<file path="config.mk">
export PLATFORM = sky130hd
export DESIGN_NAME = gpio_flag_ctrl
export DESIGN_NICKNAME = d
export VERILOG_FILES = /design/src/rtl/gpio_flag_pkg.sv /design/src/rtl/gpio_flag_sync.sv /design/src/rtl/gpio_flag_regs.sv /design/src/rtl/gpio_flag_irq.sv /design/src/rtl/gpio_flag_ctrl.sv
export SDC_FILE = /design/constraint.sdc
export NUM_CORES = 1
export LEC_CHECK = 0
export CAP_MARGIN = 20
export CORE_AREA = 5 5 127 129
export DETAILED_ROUTE_END_ITERATION = 6
export DIE_AREA = 0 0 132 134
export GPL_TIMING_DRIVEN = 0
export HOLD_SLACK_MARGIN = 0.1
export MAX_ROUTING_LAYER = met4
export PLACE_DENSITY = 0.73
export SYNTH_ARGS = -nofsm -noshare
export SYNTH_HDL_FRONTEND = slang
export SYNTH_SLANG_ARGS = --single-unit
</file>
<file path="constraint.sdc">
create_clock -name clk_i -period 1.7 [get_ports clk_i]
set_clock_uncertainty 0.15 [all_clocks]
set_input_delay 0.255 -clock clk_i [delete_from_list [all_inputs] [get_ports clk_i]]
set_output_delay 0.255 -clock clk_i [all_outputs]
set_load 0.02 [all_outputs]
</file>
<file path="src/rtl/gpio_flag_pkg.sv">
package gpio_flag_pkg;
  localparam int ADDR_W = 4;

  typedef enum logic [ADDR_W-1:0] {
    REG_DIR     = 4'd0,
    REG_DATA    = 4'd1,
    REG_SET     = 4'd2,
    REG_CLR     = 4'd3,
    REG_TGL     = 4'd4,
    REG_SENSE   = 4'd5,
    REG_IEN_SET = 4'd6,
    REG_IEN_CLR = 4'd7,
    REG_MODE    = 4'd8,
    REG_BOTH    = 4'd9,
    REG_ISTAT   = 4'd10
  } reg_addr_e;
endpackage

</file>
<file path="src/rtl/gpio_flag_sync.sv">
module gpio_flag_sync #(
  parameter int W      = 16,
  parameter int STAGES = 2
) (
  input  logic         clk_i,
  input  logic         rst_ni,
  input  logic [W-1:0] d_i,
  output logic [W-1:0] q_o
);
  logic [STAGES-1:0][W-1:0] stg_q;

  always_ff @(posedge clk_i or negedge rst_ni) begin
    if (!rst_ni) begin
      stg_q <= '0;
    end else begin
      stg_q[0] <= d_i;
      for (int i = 1; i < STAGES; i++) stg_q[i] <= stg_q[i-1];
    end
  end

  assign q_o = stg_q[STAGES-1];
endmodule

</file>
<file path="src/rtl/gpio_flag_regs.sv">
module gpio_flag_regs
  import gpio_flag_pkg::*;
#(
  parameter int N = 16
) (
  input  logic              clk_i,
  input  logic              rst_ni,
  input  logic              bus_we_i,
  input  logic [ADDR_W-1:0] bus_addr_i,
  input  logic [N-1:0]      bus_wdata_i,
  output logic [N-1:0]      dir_o,
  output logic [N-1:0]      out_o,
  output logic [N-1:0]      ien_o,
  output logic [N-1:0]      mode_o,
  output logic [N-1:0]      both_o,
  output logic [N-1:0]      stat_clr_o
);
  logic [N-1:0] dir_q, out_q, ien_q, mode_q, both_q;
  logic [N-1:0] out_d, ien_d;

  always_comb begin
    out_d = out_q;
    ien_d = ien_q;
    if (bus_we_i) begin
      unique case (bus_addr_i)
        REG_DATA:    out_d = bus_wdata_i;
        REG_SET:     out_d = out_q | bus_wdata_i;
        REG_CLR:     out_d = out_q & ~bus_wdata_i;
        REG_TGL:     out_d = out_q ^ bus_wdata_i;
        REG_IEN_SET: ien_d = ien_q | bus_wdata_i;
        REG_IEN_CLR: ien_d = ien_q & ~bus_wdata_i;
        default: ;
      endcase
    end
  end

  always_ff @(posedge clk_i or negedge rst_ni) begin
    if (!rst_ni) begin
      dir_q  <= '0;
      out_q  <= '0;
      ien_q  <= '0;
      mode_q <= '0;
      both_q <= '0;
    end else begin
      out_q <= out_d;
      ien_q <= ien_d;
      if (bus_we_i && bus_addr_i == REG_DIR)  dir_q  <= bus_wdata_i;
      if (bus_we_i && bus_addr_i == REG_MODE) mode_q <= bus_wdata_i;
      if (bus_we_i && bus_addr_i == REG_BOTH) both_q <= bus_wdata_i;
    end
  end

  assign stat_clr_o = (bus_we_i && bus_addr_i == REG_ISTAT) ? bus_wdata_i : '0;
  assign dir_o  = dir_q;
  assign out_o  = out_q;
  assign ien_o  = ien_q;
  assign mode_o = mode_q;
  assign both_o = both_q;

  a_r3_set_drives_high: assert property (@(posedge clk_i) disable iff (!rst_ni)
    (bus_we_i && bus_addr_i == REG_SET) |=> ((out_q & $past(bus_wdata_i)) == $past(bus_wdata_i)));
  a_r4_clr_drives_low: assert property (@(posedge clk_i) disable iff (!rst_ni)
    (bus_we_i && bus_addr_i == REG_CLR) |=> ((out_q & $past(bus_wdata_i)) == '0));
  a_r5_tgl_inverts: assert property (@(posedge clk_i) disable iff (!rst_ni)
    (bus_we_i && bus_addr_i == REG_TGL) |=> (out_q == ($past(out_q) ^ $past(bus_wdata_i))));
  a_r8_ien_clr_disables: assert property (@(posedge clk_i) disable iff (!rst_ni)
    (bus_we_i && bus_addr_i == REG_IEN_CLR) |=> ((ien_q & $past(bus_wdata_i)) == '0));
  a_r2_dir_stable_without_write: assert property (@(posedge clk_i) disable iff (!rst_ni)
    !(bus_we_i && bus_addr_i == REG_DIR) |=> $stable(dir_q));
endmodule

</file>
<file path="src/rtl/gpio_flag_irq.sv">
module gpio_flag_irq #(
  parameter int N = 16
) (
  input  logic         clk_i,
  input  logic         rst_ni,
  input  logic [N-1:0] sense_i,
  input  logic [N-1:0] mode_i,
  input  logic [N-1:0] both_i,
  input  logic [N-1:0] ien_i,
  input  logic [N-1:0] clr_i,
  output logic [N-1:0] status_o,
  output logic         irq_o
);
  logic [N-1:0] sense_q, stk_q, hit;
  logic         irq_q;

  for (genvar g = 0; g < N; g++) begin : g_pin
    logic rise, fall;
    assign rise   = sense_i[g] & ~sense_q[g];
    assign fall   = ~sense_i[g] & sense_q[g];
    assign hit[g] = mode_i[g] & (rise | (both_i[g] & fall));

    // edge set has priority over a same-cycle clear
    always_ff @(posedge clk_i or negedge rst_ni) begin
      if (!rst_ni)         stk_q[g] <= 1'b0;
      else if (!mode_i[g]) stk_q[g] <= 1'b0;
      else if (hit[g])     stk_q[g] <= 1'b1;
      else if (clr_i[g])   stk_q[g] <= 1'b0;
    end

    assign status_o[g] = mode_i[g] ? stk_q[g] : sense_i[g];
  end

  always_ff @(posedge clk_i or negedge rst_ni) begin
    if (!rst_ni) begin
      sense_q <= '0;
      irq_q   <= 1'b0;
    end else begin
      sense_q <= sense_i;
      irq_q   <= |(status_o & ien_i);
    end
  end

  assign irq_o = irq_q;

  a_r10_edge_latches: assert property (@(posedge clk_i) disable iff (!rst_ni)
    (hit != '0) |=> ((stk_q & $past(hit)) == $past(hit)));
  a_r9_irq_needs_enable: assert property (@(posedge clk_i) disable iff (!rst_ni)
    (ien_i == '0) |=> !irq_o);
  a_r10_no_spurious_latch: assert property (@(posedge clk_i) disable iff (!rst_ni)
    (hit == '0 && stk_q == '0) |=> (stk_q == '0));
endmodule

</file>
<file path="src/rtl/gpio_flag_ctrl.sv">
module gpio_flag_ctrl
  import gpio_flag_pkg::*;
#(
  parameter int NUM_PINS    = 16,
  parameter int SYNC_STAGES = 2
) (
  input  logic                clk_i,
  input  logic                rst_ni,
  input  logic                bus_we_i,
  input  logic [ADDR_W-1:0]   bus_addr_i,
  input  logic [NUM_PINS-1:0] bus_wdata_i,
  output logic [NUM_PINS-1:0] bus_rdata_o,
  input  logic [NUM_PINS-1:0] pin_i,
  output logic [NUM_PINS-1:0] pin_o,
  output logic [NUM_PINS-1:0] pin_oe_o,
  output logic                irq_o
);
  localparam int N = NUM_PINS;

  logic [N-1:0] dir, outv, ien, mode, both, stat_clr;
  logic [N-1:0] pin_sync, sense, status;

  gpio_flag_sync #(.W(N), .STAGES(SYNC_STAGES)) u_sync (
    .clk_i (clk_i), .rst_ni(rst_ni), .d_i(pin_i), .q_o(pin_sync)
  );

  gpio_flag_regs #(.N(N)) u_regs (
    .clk_i      (clk_i),
    .rst_ni     (rst_ni),
    .bus_we_i   (bus_we_i),
    .bus_addr_i (bus_addr_i),
    .bus_wdata_i(bus_wdata_i),
    .dir_o      (dir),
    .out_o      (outv),
    .ien_o      (ien),
    .mode_o     (mode),
    .both_o     (both),
    .stat_clr_o (stat_clr)
  );

  assign sense = (dir & outv) | (~dir & pin_sync);

  gpio_flag_irq #(.N(N)) u_irq (
    .clk_i   (clk_i),
    .rst_ni  (rst_ni),
    .sense_i (sense),
    .mode_i  (mode),
    .both_i  (both),
    .ien_i   (ien),
    .clr_i   (stat_clr),
    .status_o(status),
    .irq_o   (irq_o)
  );

  always_comb begin
    unique case (bus_addr_i)
      REG_DIR:                                 bus_rdata_o = dir;
      REG_DATA, REG_SET, REG_CLR, REG_TGL:     bus_rdata_o = outv;
      REG_SENSE:                               bus_rdata_o = sense;
      REG_IEN_SET, REG_IEN_CLR:                bus_rdata_o = ien;
      REG_MODE:                                bus_rdata_o = mode;
      REG_BOTH:                                bus_rdata_o = both;
      REG_ISTAT:                               bus_rdata_o = status;
      default:                                 bus_rdata_o = '0;
    endcase
  end

  assign pin_o    = outv;
  assign pin_oe_o = dir;

  a_r6_pin_out_stable_when_idle: assert property (@(posedge clk_i) disable iff (!rst_ni)
    !bus_we_i |=> $stable(pin_o));
endmodule

</file>
; Word-level counts from Yosys, hierarchy flattened
; Cells that the tools add are included.
[word_totals]
reg_bits = 145
output_inout_bits = 49
[op_classes]
eq_ne = 26
muxes = 68
n_bitwise = 123
reduce_logical = 12
[ops]
columns = cell, count
row1 = $pmux 16 s7, 1
row2 = $and 16x16->16, 5
row3 = $and 1x1->1, 64
row4 = $mux 1, 64
row5 = $pmux 16 s4, 1
row6 = $ne 3x2->1 const B, 16
row7 = $or 16x16->16, 3
row8 = $not 1->1, 32
row9 = $not 16->16, 2
row10 = $pmux 16 s2, 1
row11 = $eq 4x3->1 const B, 4
row12 = $mux 16, 1
row13 = $or 1x1->1, 16
row14 = $reduce_or 16->1, 1
row15 = $xor 16x16->16, 1
row16 = $eq 4x4->1 const B, 3
row17 = $eq 4x2->1 const B, 2
row18 = $eq 4x1->1 const B, 1
row19 = $logic_and 1x1->1, 4
row20 = $logic_not 4->1, 1
row21 = $reduce_and 2->1, 2
row22 = $reduce_bool 4->1, 1
row23 = $reduce_or 4->1, 1
row24 = $reduce_bool 2->1, 1
row25 = $reduce_or 2->1, 1

; Longest topological paths before layout
; Gate-level depths: netlist (run 1).
[logic_depth]
depth_word = 10
mapped_depth = 7

; By module
; From an unflattened synthesis (run 1), not the netlist that was laid out.
[hier_totals]
hier_cells = 750
area_unflattened_um2 = 7926.4
[by_module_without_submodules]
columns = mod, n_inst, cells_each, area_per_inst_um2, seq_area_each_um2
row1 = gpio_flag_regs, 1, 429, 4404.2, 2001.9
row2 = gpio_flag_irq, 1, 122, 1562.7, 825.8
row3 = gpio_flag_ctrl, 1, 151, 1038.5, 0.0
row4 = gpio_flag_sync, 1, 48, 920.9, 800.8

; Worst setup path before layout (run 1)
; OpenSTA, ideal clock, no wires.
[synth_path]
kind = input to output
startpoint = in bus_addr_i[0]
endpoint = out bus_rdata_o[3]
t_arrival_ps = 1543
required_ps = 1295
path_slack_ps = -248
cell_stages = 6
path_cell_list = buf_6 buf_2 nor4_4 clkbuf_1 a22oi_1 nand4_1
[synth_via]
elab_chain_cells = 3
elab_cells_between_ends = 14
classes_between = eq/ne (10) / mux (1) / reduce/logical (3)
[synth_lines]
columns = element, line_no
row1 = "start, declared", gpio_flag_ctrl.sv:10  ; input logic [ADDR_W-1:0] bus_addr_i,
row2 = $eq 4x1->1 (tied with other cells), gpio_flag_ctrl.sv:56  ; unique case (bus_addr_i)
row3 = $reduce_or 4->1 / $reduce_or 2->1 (equally long branches), gpio_flag_ctrl.sv:56
row4 = $pmux 16 s7 (*), gpio_flag_ctrl.sv:56
row5 = "end, declared", gpio_flag_ctrl.sv:12  ; output logic [NUM_PINS-1:0] bus_rdata_o,
; Mark *: on every way between the ends. The rest lies on a longest branch, timed or not.

; Worst setup path in the final report (run 1)
[layout_path]
startpoint = reg u_regs.dir_q[15] (netlist: u_regs.dir_o[15])
endpoint = out bus_rdata_o[15]
[layout_via]
elab_chain_cells = 5
elab_cells_between_ends = 6
classes_between = mux (2) / bitwise (4)
[layout_lines]
columns = element, line_no
row1 = "start, declared", gpio_flag_regs.sv:18  ; logic [N-1:0] dir_q, out_q, ien_q, mode_q, both_q;
row2 = "start signal, assigned", gpio_flag_regs.sv:47  ; if (bus_we_i && bus_addr_i == REG_DIR) dir_q <= bus_wdata_i;
row3 = $not 16->16, gpio_flag_ctrl.sv:41  ; assign sense = (dir & outv) | (~dir & pin_sync);
row4 = $and 16x16->16, gpio_flag_ctrl.sv:41
row5 = $or 16x16->16 (*), gpio_flag_ctrl.sv:41
row6 = named net sense[15], gpio_flag_ctrl.sv:21  ; logic [N-1:0] pin_sync, sense, status;
row7 = $mux 1, gpio_flag_irq.sv:31  ; assign status_o[g] = mode_i[g] ? stk_q[g] : sense_i[g];
row8 = $pmux 16 s7 (*), gpio_flag_ctrl.sv:56
; The timed path passes the listed nets; every way through them passes the cells marked *.

==> results of run 1 <==
per-stage QoR:
stage,cell area (µm²),std cells,hold slack [ns]
6_report,10600,1112,0.101
5_1_grt,10600,1111,0.107
4_1_cts,10400,1092,0.107
3_5_place_dp,8800,984,0.143
3_3_place_gp,8770,983,0.182
2_1_floorplan,7660,708,-0.191
routing by layer:
| metal | up-vias | wire length, µm | share of wire, % | track usage [%] |
|---|---|---|---|---|
| li1 | 2951 | - | - | - |
| met1 | 3443 | 9700 | 37 | 36.0 |
| met2 | 489 | 12300 | 47 | 46.0 |
| met3 | 153 | 2750 | 10 | 6.98 |
| met4 | 0 | 1750 | 6.6 | 16.8 |
| met5 | - | 0 | 0 | - |
cells in the final DEF (no fill, tap or decap), types with 6 or more instances in the layout:
master and count:
sky130_fd_sc_hd__dfrtp_1 113, sky130_fd_sc_hd__nand2_1 98, sky130_fd_sc_hd__buf_4 93, sky130_fd_sc_hd__o21ai_0 50
sky130_fd_sc_hd__inv_1 48, sky130_fd_sc_hd__ha_1 32, sky130_fd_sc_hd__clkdlybuf4s50_1 32, sky130_fd_sc_hd__dfrtp_2 32
sky130_fd_sc_hd__mux2i_1 28, sky130_fd_sc_hd__buf_6 25, sky130_fd_sc_hd__a22oi_1 22, sky130_fd_sc_hd__clkbuf_16 22
sky130_fd_sc_hd__nor2_1 19, sky130_fd_sc_hd__clkbuf_2 18, sky130_fd_sc_hd__nand2b_1 16, sky130_fd_sc_hd__o211a_1 16
sky130_fd_sc_hd__a21oi_2 16, sky130_fd_sc_hd__a21boi_0 16, sky130_fd_sc_hd__o21a_1 16, sky130_fd_sc_hd__o2bb2ai_1 14
sky130_fd_sc_hd__mux2_4 12, sky130_fd_sc_hd__o211ai_1 12, sky130_fd_sc_hd__a211oi_2 12, sky130_fd_sc_hd__clkbuf_8 11
sky130_fd_sc_hd__buf_2 9, sky130_fd_sc_hd__nand3_2 8, sky130_fd_sc_hd__o31ai_1 8, sky130_fd_sc_hd__nand4_1 7
sky130_fd_sc_hd__clkdlybuf4s15_1 7, sky130_fd_sc_hd__buf_8 6, sky130_fd_sc_hd__nand3_1 6, sky130_fd_sc_hd__o21ai_1 6
sky130_fd_sc_hd__o31ai_2 6
cell families after synthesis:
family | Yosys count | share of synthesized area [%]
compound gates | 217 | 21.5
buf+inv | 91 | 5.57
mux | 44 | 6.18
flops | 145 | 49.3
fa+ha+maj | 32 | 5.44
simple gates | 179 | 12.1
final timing paths:
check | start | to | slack, ns | depth (start not counted)
setup / recovery | u_regs.dir_o[15]$_DFFE_PN0P_ | bus_rdata_o[15] | -0.56 | 5
min in group asynchronous | rst_ni | u_regs.out_o[3]$_DFFE_PN0P_ | 0.21 | 2
hold reg to reg | u_sync.stg_q[2]$_DFF_PN0_ | u_sync.q_o[2]$_DFF_PN0_ | 0.19 | 0
setup reg to reg | u_regs.dir_o[5]$_DFFE_PN0P_ | u_irq.irq_o$_DFF_PN0_ | -0.46 | 5
max in group asynchronous | rst_ni | u_regs.dir_o[8]$_DFFE_PN0P_ | 0.30 | 3
hold / removal | pin_i[7] | u_sync.stg_q[7]$_DFF_PN0_ | 0.10 | 1
power by group through the flow:
stage	Sequential [mW]	Clock [mW]	Combinational [mW]
after floorplan	4.74	0	1.41
after global placement	4.66	0	2.51
after detailed placement	4.70	0	2.60
after CTS	4.52	3.88	3.19
after global routing	4.61	4.05	3.64
final	4.55	3.90	3.41
cell type report:
| class | count | area share, % |
|---|---|---|
| buffer | 34 | 4.43 |
| clock buffer | 22 | 4.49 |
| sequential | 145 | 34.7 |
| antenna | 1 | 0.0237 |
| tap | 188 | 2.23 |
| inverter | 52 | 1.85 |
| multi-input combinational | 472 | 35.7 |
| clock inverter | 10 | 1.26 |
| timing repair buffer | 188 | 15.4 |
what timing repair did:
item / 4_1_cts / 5_1_grt
endpoints found under the setup margin: 146 / 93
cloned: 8 / 1
endpoints found under the hold margin: 65 / 0
pin swaps: 22 / 21
hold buffers: 1 / 0
gates resized for setup: 259 / 77
buffers inserted: 71 / 19
==> results_dict.tcl, run 1 <==
set metrics [dict create \
    total_design_power_mw 11.9 \
    post_place_setup_slack_ns -1.59 \
    gate_count_of_the_mapped_netlist 708 \
    static-leakage-power_nw 5.10 \
    floorplan.core_area_um2 14900 \
    synth_edf_count 0 \
    fillerInstances 1019 \
    dominantRegCellSynth "sky130_fd_sc_hd__dfrtp_1" \
    cp_max_fo 3 \
    cts_num_sinks 145 \
    synth.area.top_cells "sky130_fd_sc_hd__dfrtp_1 (49%), sky130_fd_sc_hd__ha_1 (5.4%), sky130_fd_sc_hd__nand2_1 (5.2%)" \
    htree_levels 4 \
    switchingPower_mw 3.81 \
    multi_input_area_um2 3770 \
    grt_overflow 0 \
    detail_route.vias_per_cell 6.33 \
    place_congestion 0.926 \
    proportion_of_layout_cells_with_a_drive_suffix_above_1_pct 36.7 \
    number_of_setup_violations_in_the_final_report 27 \
    critPathTopFamily "flip-flops" \
    wl_per_cell_um 23.9 \
    drt_total_wl_mm 26.5 \
    synth.largest_area_cell "sky130_fd_sc_hd__dfrtp_1" \
    synth_top_area_share_pct 49.3 \
    clk_latency_ns 0.44 \
    hold_viol_final 0 \
    timing.slew.headroom_pct 54.9 \
    floorplan.initialDensity_pct 49.4 \
    peakVddDrop_v 0.000848 \
    maximum_number_of_pins_on_one_net_before_global_route_repair 81 \
    grt_pass1_vias 6984 \
    maxSlewViolCount 0 \
    vias 7036 \
    synthToLayoutAreaGrowth_pct 43.5 \
    global_route.usage.total_pct 29.8 \
    cts_tree "built" \
    critPathKind "reg2out" \
    ys_top_cells_by_count "sky130_fd_sc_hd__dfrtp_1 (145), sky130_fd_sc_hd__nand2_1 (103), sky130_fd_sc_hd__inv_1 (52), sky130_fd_sc_hd__o21ai_0 (52)" \
    failing_checks "negative setup slack" \
    timing.critical_path.arrival_ns 1.85 \
    switching_share_pct 32.1 \
    die-width_um 132 \
    synth_seq_area_share_pct 49.3 \
    async_set_or_reset_register_ratio_after_synthesis_pct 100 \
    timing.critical_path.buf_inv 1 \
    number_of_port_buffers 87 \
    synthMostInstantiatedCell "sky130_fd_sc_hd__dfrtp_1" \
    synth_fp_nets 779 \
    max_freq_ghz 0.443 \
    worstMarginPinSlew_ns 0.677 \
    fin_util_pct 70.8 \
    clockRootBuffer "sky130_fd_sc_hd__clkbuf_16" \
    row_count 45 \
    timing.final.crit_period_ns 2.26 \
    hold_class "in2reg" \
    crit_chain "mux2_4 -> o211a_1 -> a21oi_2 -> nand4_1 -> buf_6" \
    design.die.area_um2 17700 \
    mappedNetlistArea_um2 7360 \
    critPathLaunchType "flop" \
    final_critical_path_setup_slack_ns -0.557 \
    cts_buffers 17 \
    power_density_nw_per_um2 1120 \
    clkPwrFrac_pct 32.9 \
    postRouteAntennaNets 0 \
    max_cap_viol_count 0 \
    detail_route.drc_violations 0 \
    postSynthRegisterBits 145 \
    grt_first_pass_wirelength_mm 39.3 \
    yosys.cell_types.count 45 \
    top_level_ports 88 \
    fin_crit_sh_pct 133 \
    power.combinational.fraction_pct 28.8 \
    floorplan.die.height_um 134 \
    clk_path_buf_depth 2 \
    outcome "finished, violations left" \
    critical_path_required_ns 1.29 \
    power.sequential.fraction_pct 38.3 \
    setup.worst_path.end_class "primary output" \
    final.setup.tns_ns -8.50 \
    detailed_place_hpwl_mm 14.9 \
    unrepaired_setup_endpoints_after_global_routing "yes" \
    ys_warn_count 0 \
    synthesis.area_per_instance_um2 10.4 \
    antenna_violations_before_repair 0 \
    critical_path.max_stage_delay_ns 0.42 \
    finalNetCount 981 \
    cts.reportedPaths.clkPinSlew_ns 0.07 \
    slowest_stage "sky130_fd_sc_hd__dfrtp_2" \
    layout.area.seq_um2 3670 \
    drt-pass1-iter-count 6 \
    p_int_mw 8.05 \
    drt_iter0_drc 826 \
]
Power figures use the tool's default switching activity.
==> run 2: changes to the inputs <==
CAP_MARGIN = default   (was 20)
SLEW_MARGIN = 5   (was default)
==> run 2 against run 1 <==
  * The flow still finishes with violations (negative setup slack)
  * Sequential cell count unchanged
  * First-iteration DRC count unchanged
  * Register-to-register slack about the same
  * Count of clock-buffer cells in the layout unchanged
  * Sequential power about the same
  * Total power unchanged
  * Sequential share of layout area unchanged
  * Hold slack unchanged
  * Maximum frequency unchanged
  * Final cell count unchanged
  * Combinational power about the same
  * Critical path type unchanged
  * Largest power group unchanged
==> results_dict.tcl, run 2 (synthesized netlist as in run 1, its figures left out) <==
set metrics [dict create \
    grt_pass1_vias 6984 \
    design.die.area_um2 17700 \
    floorplan.initialDensity_pct 49.4 \
    antenna_violations_before_repair 0 \
    row_count 45 \
    power.sequential.fraction_pct 38.3 \
    unrepaired_setup_endpoints_after_global_routing "yes" \
    fin_util_pct 70.8 \
    grt_overflow 0 \
    switchingPower_mw 3.81 \
    cts.reportedPaths.clkPinSlew_ns 0.07 \
    wl_per_cell_um 23.9 \
    clk_path_buf_depth 2 \
    power.combinational.fraction_pct 28.8 \
    cts_num_sinks 145 \
    clockRootBuffer "sky130_fd_sc_hd__clkbuf_16" \
    worstMarginPinSlew_ns 0.677 \
    final_common_cell "sky130_fd_sc_hd__dfrtp_1" \
    maxSlewViolCount 0 \
    postRouteAntennaNets 0 \
    hold_class "in2reg" \
    timing.slew.headroom_pct 54.9 \
    hold_slack_ns 0.101 \
    clkPwrFrac_pct 32.9 \
    outcome "finished, violations left" \
    detail_route.vias_per_cell 6.33 \
    floorplan.core_area_um2 14900 \
    number_of_setup_violations_in_the_final_report 27 \
    layout_common_cells "sky130_fd_sc_hd__dfrtp_1 (113), sky130_fd_sc_hd__nand2_1 (98), sky130_fd_sc_hd__buf_4 (93)" \
    cts_tree "built" \
    cts_buffers 17 \
    drt_iter0_drc 826 \
    timing.reg2reg.worst_path_depth 5 \
    hp-start "pin_i[7]" \
    critPathLaunchType "flop" \
    placedCellCount 984 \
    floorplan.die.height_um 134 \
    detail_route.drc_violations 0 \
    timing.final.crit_period_ns 2.26 \
    failing_checks "negative setup slack" \
    max_cap_viol_count 0 \
    critical_path_required_ns 1.29 \
    timing.critical_path.arrival_ns 1.85 \
    p_int_mw 8.05 \
    hold_path_depth 1 \
    proportion_of_layout_cells_with_a_drive_suffix_above_1_pct 36.7 \
    switching_share_pct 32.1 \
    clk_latency_ns 0.44 \
    htree_levels 4 \
    finalNetCount 981 \
    reg2reg_from "u_regs.dir_o[5]$_DFFE_PN0P_" \
    maximum_number_of_pins_on_one_net_before_global_route_repair 81 \
    global_route.usage.total_pct 29.8 \
    max_freq_ghz 0.443 \
    fillerInstances 1019 \
    vias 7036 \
    detailed_place_hpwl_mm 14.9 \
    number_of_port_buffers 87 \
    place_congestion 0.926 \
    setup.reg_to_reg.worst_slack_ns -0.46 \
    total_design_power_mw 11.9 \
    die-width_um 132 \
    fin_crit_sh_pct 133 \
    drt_total_wl_mm 26.5 \
    critPathCapture "bus_rdata_o[15]" \
    hold_viol_final 0 \
    setup.worst_path.end_class "primary output" \
    static-leakage-power_nw 5.10 \
    critPathKind "reg2out" \
    drt-pass1-iter-count 6 \
    power_density_nw_per_um2 1120 \
    synthToLayoutAreaGrowth_pct 43.5 \
    final_critical_path_setup_slack_ns -0.557 \
    critPathLaunch "u_regs.dir_o[15]$_DFFE_PN0P_" \
    layout.cells.non_filler 1112 \
    top_level_ports 88 \
    cp_max_fo 3 \
    peakVddDrop_v 0.000848 \
    r2r_end "u_irq.irq_o$_DFF_PN0_" \
    grt_first_pass_wirelength_mm 39.3 \
]
==> run 2: worst min-delay path by stage <==
stage / endpoint / slack [ns]
2_1_floorplan: asynchronous set/reset pin / -0.19
3_3_place_gp: u_sync.q_o[2]$_DFF_PN0_ / 0.18
3_5_place_dp: u_sync.stg_q[3]$_DFF_PN0_ / 0.14
4_1_cts: u_sync.stg_q[5]$_DFF_PN0_ / 0.11
5_1_grt: u_sync.stg_q[3]$_DFF_PN0_ / 0.11
6_report: u_sync.stg_q[7]$_DFF_PN0_ / 0.10
==> run 2: per-layer routing <==
layer  share of wire [%]  wire length [µm]  track usage [%]  up-vias
met5                   0                 0                -        -
met1                  37              9700             36.0     3443
li1                    -                 -                -     2951
met3                  10              2750             6.98      153
met2                  47             12300             46.0      489
met4                 6.6              1750             16.8        0
==> run 2: cell type report <==
| class | instances | area, µm² | area share (%) |
|---|---|---|---|
| multi-input cells | 472 | 3770 | 35.7 |
| diodes | 1 | 2.50 | 0.0237 |
| clock buffers | 22 | 474 | 4.49 |
| plain buffers | 34 | 468 | 4.43 |
| clock inverters | 10 | 133 | 1.26 |
| well taps | 188 | 235 | 2.23 |
| flip-flops and latches | 145 | 3670 | 34.7 |
| inverters | 52 | 195 | 1.85 |
| repair buffers | 188 | 1620 | 15.4 |
==> run 2: critical path, stage by stage (launching register included) <==
cell and delay (ns):
sky130_fd_sc_hd__dfrtp_2 0.42, sky130_fd_sc_hd__mux2_4 0.32, sky130_fd_sc_hd__o211a_1 0.22, sky130_fd_sc_hd__a21oi_2 0.10, sky130_fd_sc_hd__nand4_1 0.17, sky130_fd_sc_hd__buf_6 0.19
==> run 2: what timing repair did <==
action,in CTS,in global routing
gates resized for setup,259,77
hold buffers,1,0
gates cloned,8,1
setup endpoints to repair,146,93
hold endpoints to repair,65,0
buffers inserted,71,19
pin swaps,22,21
==> run 2: through the flow <==
| step | instance area, µm² | setup slack [ns] | TNS [ns] |
|---|---|---|---|
| after floorplan | 7660 | -0.143 | -1.73 |
| after global placement | 8770 | -6.07 | -926.72 |
| after detailed placement | 8800 | -1.59 | -116.45 |
| after CTS | 10400 | -0.552 | -8.22 |
| after global routing | 10600 | -0.595 | -9.35 |
| final | 10600 | -0.557 | -8.50 |
==> run 2: power groups by stage <==
stage	combinational (mW)	clock, mW	sequential, mW
2_1_floorplan	1.41	0	4.74
3_3_place_gp	2.51	0	4.66
3_5_place_dp	2.60	0	4.70
4_1_cts	3.19	3.88	4.52
5_1_grt	3.64	4.05	4.61
6_report	3.41	3.90	4.55
